File: src/rtl/adc_ctl_pkg.sv
package adc_ctl_pkg;
  localparam int CODE_W = 3;

  typedef struct packed {
    logic [1:0]        spare_hi;
    logic              align_left;
    logic [CODE_W-1:0] div_code;
  } ctrl_t;

  function automatic logic [7:0] ctrl_to_byte(input ctrl_t c);
    return {c.spare_hi, 2'b00, c.align_left, c.div_code};
  endfunction

  function automatic ctrl_t byte_to_ctrl(input logic [7:0] b);
    ctrl_t c;
    c.spare_hi   = b[7:6];
    c.align_left = b[3];
    c.div_code   = b[2:0];
    return c;
  endfunction
endpackage

File: src/rtl/adc_prescaler.sv
module adc_prescaler #(
  parameter int CODE_W = 3
) (
  input  logic              clk,
  input  logic              rst,
  input  logic [CODE_W-1:0] code,
  input  logic              restart,
  output logic              clk_en
);
  localparam int CNT_W = (1 << CODE_W) - 1;

  logic [CNT_W-1:0] cnt_q;
  logic [CNT_W-1:0] lim;
  int               shamt;

  always_comb begin
    shamt = (code == '0) ? 1 : int'(code);
    lim   = {CNT_W{1'b1}} >> (CNT_W - shamt);
  end

  always_ff @(posedge clk) begin
    if (rst || restart) begin
      cnt_q  <= '0;
      clk_en <= 1'b0;
    end else begin
      clk_en <= (cnt_q == lim);
      cnt_q  <= (cnt_q == lim) ? '0 : cnt_q + 1'b1;
    end
  end

  assert_en_single_R4: assert property (@(posedge clk) disable iff (rst)
    clk_en |=> !clk_en);
  assert_cnt_range_R3: assert property (@(posedge clk) disable iff (rst)
    cnt_q <= lim);
  assert_restart_R5: assert property (@(posedge clk) disable iff (rst)
    restart |=> (cnt_q == '0 && !clk_en));
endmodule

File: src/rtl/adc_trig_edge.sv
module adc_trig_edge #(
  parameter int NSRC  = 8,
  parameter int SEL_W = $clog2(NSRC)
) (
  input  logic             clk,
  input  logic             rst,
  input  logic [SEL_W-1:0] sel,
  input  logic             enable,
  input  logic [NSRC-1:0]  flags,
  output logic             start
);
  logic sel_val;
  logic prev_q;

  assign sel_val = flags[sel];

  always_ff @(posedge clk) begin
    if (rst) begin
      prev_q <= 1'b0;
      start  <= 1'b0;
    end else begin
      prev_q <= sel_val;
      start  <= enable & sel_val & ~prev_q;
    end
  end

  assert_start_single_R9: assert property (@(posedge clk) disable iff (rst)
    start |=> !start);
  assert_gate_off_R10: assert property (@(posedge clk) disable iff (rst)
    !enable |=> !start);
endmodule

File: src/rtl/adc_result_fmt.sv
module adc_result_fmt #(
  parameter int RES_W  = 10,
  parameter int WORD_W = 16
) (
  input  logic              align_left,
  input  logic [RES_W-1:0]  result,
  output logic [WORD_W-1:0] word
);
  localparam int PAD_W = WORD_W - RES_W;

  always_comb begin
    if (align_left) word = {result, {PAD_W{1'b0}}};
    else            word = {{PAD_W{1'b0}}, result};
  end
endmodule

File: src/rtl/adc_ctl_slice.sv
module adc_ctl_slice #(
  parameter int RES_W  = 10,
  parameter int WORD_W = 16,
  parameter int NSRC   = 8,
  parameter int SEL_W  = $clog2(NSRC)
) (
  input  logic              clk,
  input  logic              rst,
  input  logic              wr_en,
  input  logic [7:0]        wr_data,
  output logic [7:0]        rd_data,
  input  logic [SEL_W-1:0]  trig_sel,
  input  logic              auto_trig_en,
  input  logic [NSRC-1:0]   trig_flags,
  input  logic [RES_W-1:0]  result_in,
  output logic              conv_start,
  output logic              adc_clk_en,
  output logic [WORD_W-1:0] data_word
);
  import adc_ctl_pkg::*;

  ctrl_t ctrl_q;
  ctrl_t ctrl_new;
  logic  div_restart;

  assign ctrl_new    = byte_to_ctrl(wr_data);
  assign div_restart = wr_en && (ctrl_new.div_code != ctrl_q.div_code);

  always_ff @(posedge clk) begin
    if (rst)        ctrl_q <= '0;
    else if (wr_en) ctrl_q <= ctrl_new;
  end

  assign rd_data = ctrl_to_byte(ctrl_q);

  adc_prescaler #(.CODE_W(CODE_W)) u_div (
    .clk     (clk),
    .rst     (rst),
    .code    (ctrl_q.div_code),
    .restart (div_restart),
    .clk_en  (adc_clk_en)
  );

  adc_trig_edge #(.NSRC(NSRC), .SEL_W(SEL_W)) u_trig (
    .clk    (clk),
    .rst    (rst),
    .sel    (trig_sel),
    .enable (auto_trig_en),
    .flags  (trig_flags),
    .start  (conv_start)
  );

  adc_result_fmt #(.RES_W(RES_W), .WORD_W(WORD_W)) u_fmt (
    .align_left (ctrl_q.align_left),
    .result     (result_in),
    .word       (data_word)
  );

  assert_rsvd_zero_R2: assert property (@(posedge clk) disable iff (rst)
    rd_data[5:4] == 2'b00);
  assert_write_R2: assert property (@(posedge clk) disable iff (rst)
    wr_en |=> rd_data == ($past(wr_data) & 8'hCF));
  assert_right_pad_R6: assert property (@(posedge clk) disable iff (rst)
    !rd_data[3] |-> data_word[WORD_W-1:RES_W] == '0);
  assert_left_pad_R7: assert property (@(posedge clk) disable iff (rst)
    rd_data[3] |-> data_word[WORD_W-RES_W-1:0] == '0);
endmodule

File: config.mk
export PLATFORM = sky130hd
export DESIGN_NAME = adc_ctl_slice
export DESIGN_NICKNAME = d
export VERILOG_FILES = /design/src/rtl/adc_ctl_pkg.sv /design/src/rtl/adc_prescaler.sv /design/src/rtl/adc_trig_edge.sv /design/src/rtl/adc_result_fmt.sv /design/src/rtl/adc_ctl_slice.sv
export SDC_FILE = /design/constraint.sdc
export NUM_CORES = 1
export LEC_CHECK = 0
export ABC_AREA = 1
export BUFFER_PORTS_ARGS = -buffer_cell sky130_fd_sc_hd__buf_2
export CAP_MARGIN = 20
export CORE_ASPECT_RATIO = 0.75
export CORE_MARGIN = 1.5
export CORE_UTILIZATION = 40
export CTS_BUF_LIST = sky130_fd_sc_hd__clkbuf_2
export DETAILED_ROUTE_END_ITERATION = 16
export PLACE_DENSITY = 0.84
export SLEW_MARGIN = 40
export SYNTH_ARGS = -nofsm -noshare
export SYNTH_HDL_FRONTEND = slang
export SYNTH_SLANG_ARGS = --single-unit
File: constraint.sdc
create_clock -name clk -period 1 [get_ports clk]
set_input_delay 0.15 -clock clk [delete_from_list [all_inputs] [get_ports clk]]
set_output_delay 0.15 -clock clk [all_outputs]
set_load 0.005 [all_outputs]
==> reports/metrics.csv <==
stage,metric,value,unit
cells_and_area,multi-input combinational cell area,644,sq um
setup_path,WP data arrival,1200,ps
route,Final Routed Wirelength,2950,um
floorplanning,initial core utilization,43.1,%
synth,Mapped Avg Cell Area,6.23,sq um
setup_path,Worst setup EP type,output port,
pwr,PD cells,918,mW/mm^2
placement,DP Wirelength,1940,um
setup_path,critical path type,register to output port,
timing,Final Setup Violations,27,
global_route,initial antenna violation count,0,
placement,I/O Buffers,54,
synth,"area leader, netlist",dfxtp_1,
hold_path,Worst Hold Launch,wr_data[6],
clocking,CTS max path bufs,2,
timing,fin worst setup slack,-348,ps
setup_path,critical path required time,850,ps
route,M1 wire length,1240,um
cells_and_area,Layout area overhead,58.1,%
route,Final ANT Viol Nets,0,
floorplanning,DIE AREA,0.00282,sq mm
timing,Slew Limit Fails,0,
timing,Fmax,742,MHz
synth,Post-synth EDFFs,0,
status,status,"finished, violations left",
timing,Final Hold Fails,0,
synth,largest cells by area after synthesis,"dfxtp_1 (32%), nand2_1 (13%), nor2_1 (10%), inv_1 (9.7%), nor2_2 (5.6%)",
floorplanning,core footprint,0.00233,sq mm
setup_path,r2r worst-path depth,9,
setup_path,R2R Setup Slk,-220,ps
timing,crit share post-route,135,%
hold_path,HP Class,input port to register,
global_route,global-route wire length before repair,3510,um
clocking,CTS Sinks,16,
clocking,Clock Latency Late Sink,320,ps
cells_and_area,Diodes inserted,0,
setup_path,CP Launch Type,register,
cells_and_area,filler instances,201,
setup_path,Worst path top cell family by delay,flip-flops,
setup_path,worst reg2reg path startpoint,rd_data[1]$_SDFFE_PP0P_,
global_route,vias in the first global route,863,
synth,Ys Warns,0,
global_route,GRT Resource Usage Total,17.1,%
cells_and_area,final net count,261,
route,Top Layer Used,met4,
synth,Yosys reg bits,16,
route,WL/cell,11.3,um
cells_and_area,layout cells sized above 1,52.2,%
clocking,Num CTS Buffers,3,
clocking,"Hold-fix buffers, CTS",0,
synth,Cells after Synth,161,
pwr,Tot Pwr,1.46,mW
setup_path,Worst path max stage delay,420,ps
clocking,Clock Root Buffer,clkbuf_2,
timing,WHS,50.8,ps
route,DR vias/cell,4.49,
cells_and_area,sequential cell area,344,sq um
route,DRC,0,
synth,Synth cell types,22,
route,metal3 WL,167,um
pwr,static leakage,0.824,nW
setup_path,CP Cell Sequence,"buf_12, nor2_4, a21oi_2, buf_2",
hold_path,Worst Hold Depth,3,
route,initial DRC count,50,
timing,clock skew,21.9,ps
hold_path,Hold Crit Endpoint,rd_data[6]$_SDFFE_PP0P_,
global_route,total grt overflow,0,
synth,"Seq/Total Area, Yosys",31.9,%
setup_path,buffers and inverters on the worst path,2,
cells_and_area,final core utilization,68.2,%
synth,Synth top cells by count,"nand2_1 (35), nor2_1 (28), inv_1 (26)",
floorplanning,Ports,59,
route,DR vias,1167,
route,TritonRoute pass-1 iters,4,
floorplanning,# rows,15,
synth,Post-synth top flop,dfxtp_1,
route,routed wl met2,1470,um
clocking,H-Tree Depth,1,
setup_path,crit-path max FO,8,
clocking,"Clk pin slew, worst setup/hold paths",160,ps
synth,"count leader, synth",nand2_1,
synth,share of flip-flops with an asynchronous set or reset,0,%
floorplanning,die width,60.8,um
timing,RSZ-0062 raised after global routing,true,
placement,Final Wtd Congestion,0.957,
clocking,CTS tree,yes,
synth,Post-Syn Area,0.00100,sq mm
status,failing checks,setup timing,
setup_path,RR Endpoint,u_div.cnt_q[4]$_SDFF_PP0_,
timing,Period minus WS final,1350,ps
synth,Synth top area share,31.9,%
pwr,VDD IR max,0.479,mV
job,max cap viols,0,
floorplanning,Die Ht,46.4,um
setup_path,CP max-delay cell,dfxtp_4,
global_route,largest net degree at the start of global routing,16,
==> per-stage QoR <==
| stage | setup slack, ps | instances | instance area [sq um] | setup TNS [ps] |
|---|---|---|---|---|
| after detailed placement | -193 | 254 | 1390 | -1400 |
| after floorplan | -70.4 | 162 | 1030 | -474 |
| final | -348 | 260 | 1590 | -5640 |
| after global routing | -390 | 260 | 1590 | -7160 |
| after CTS | -242 | 258 | 1460 | -4070 |
| after global placement | -139 | 254 | 1390 | -998 |
==> cells in the final DEF (no fill, tap or decap), drive strengths merged <==
cell	netlist	routed
nand3	5	5
a21oi	10	10
nor2b	1	1
dfxtp	16	16
o21ai	13	13
ha	1	1
clkinv	1	2
xnor2	2	2
clkbuf	2	4
inv	27	27
conb	1	2
xor2	4	4
buf	5	66
nand2	36	36
nor2	37	37
==> power by group <==
part           switching [mW]  total [mW]  internal (mW)
sequential             0.0393       0.703          0.663
combinational           0.230       0.451          0.220
clock                   0.216       0.303         0.0867
total                   0.486        1.46          0.970
==> area by class of cell <==
| type | instances | area share, % |
|---|---|---|
| Multi-Input combinational cell | 111 | 40.6 |
| Clock inverter | 1 | 0.237 |
| Clock buffer | 3 | 0.946 |
| Sequential cell | 16 | 21.7 |
| Inverter | 28 | 6.70 |
| Timing Repair Buffer | 67 | 27.1 |
| Tap cell | 34 | 2.68 |
==> layer usage <==
layer  global-route usage [%]  up-vias
li1                         -      608
met1                     22.8      504
met2                     25.4       49
met3                     5.34        6
met4                     7.83        0
met5                        0        -
==> repair_timing <==
item,CTS,global route
gates resized for setup,16,30
endpoints found under the hold margin,0,0
cloned,0,1
pin swaps,2,10
endpoints found under the setup margin,28,28
setup buffers,0,1
==> how the worst max path moves through the flow <==
stage,endpoint,startpoint,cells after the start,slack [ps]
after floorplan,u_div.cnt_q[2]$_SDFF_PP0_,u_div.cnt_q[2]$_SDFF_PP0_,10,-70
after global placement,u_div.cnt_q[2]$_SDFF_PP0_,u_div.cnt_q[4]$_SDFF_PP0_,7,-140
after detailed placement,u_div.cnt_q[2]$_SDFF_PP0_,rd_data[1]$_SDFFE_PP0P_,9,-190
after CTS,data_word[8],rd_data[3]$_SDFFE_PP0P_,4,-240
after global routing,data_word[8],rd_data[3]$_SDFFE_PP0P_,4,-390
final,data_word[8],rd_data[3]$_SDFFE_PP0P_,4,-350
==> worst register-to-register path, cell delays in order (launching register included) <==
cell and delay, ps:
dfxtp_4 440, inv_2 50, nand2_2 60, nand2_1 50, nand2_1 60, nand2_1 60, nor2_2 90, nand3_2 100
nand2_4 140, nor2_2 40
==> kinds of logic (layout without fill, tap and decap cells) <==
group	count (synthesis)	count (layout)	share of synthesized area, %
AND/OR/NAND/NOR	79	79	33.9
buffers and inverters	35	99	14.7
AO/OA/AOI/OAI	23	23	12.6
flip-flops	16	16	31.9
XOR/XNOR	6	6	5.24
adder cells (fa/ha/maj)	1	1	1.25
other	1	2	0.374
==> flip-flops by register name, indices dropped and copies added, names as in the netlist <==
signal / cells
rd_data: 6
u_trig.start: 1
u_trig.prev_q: 1
u_div.clk_en: 1
u_div.cnt_q: 7
Power figures use the tool's default switching activity.
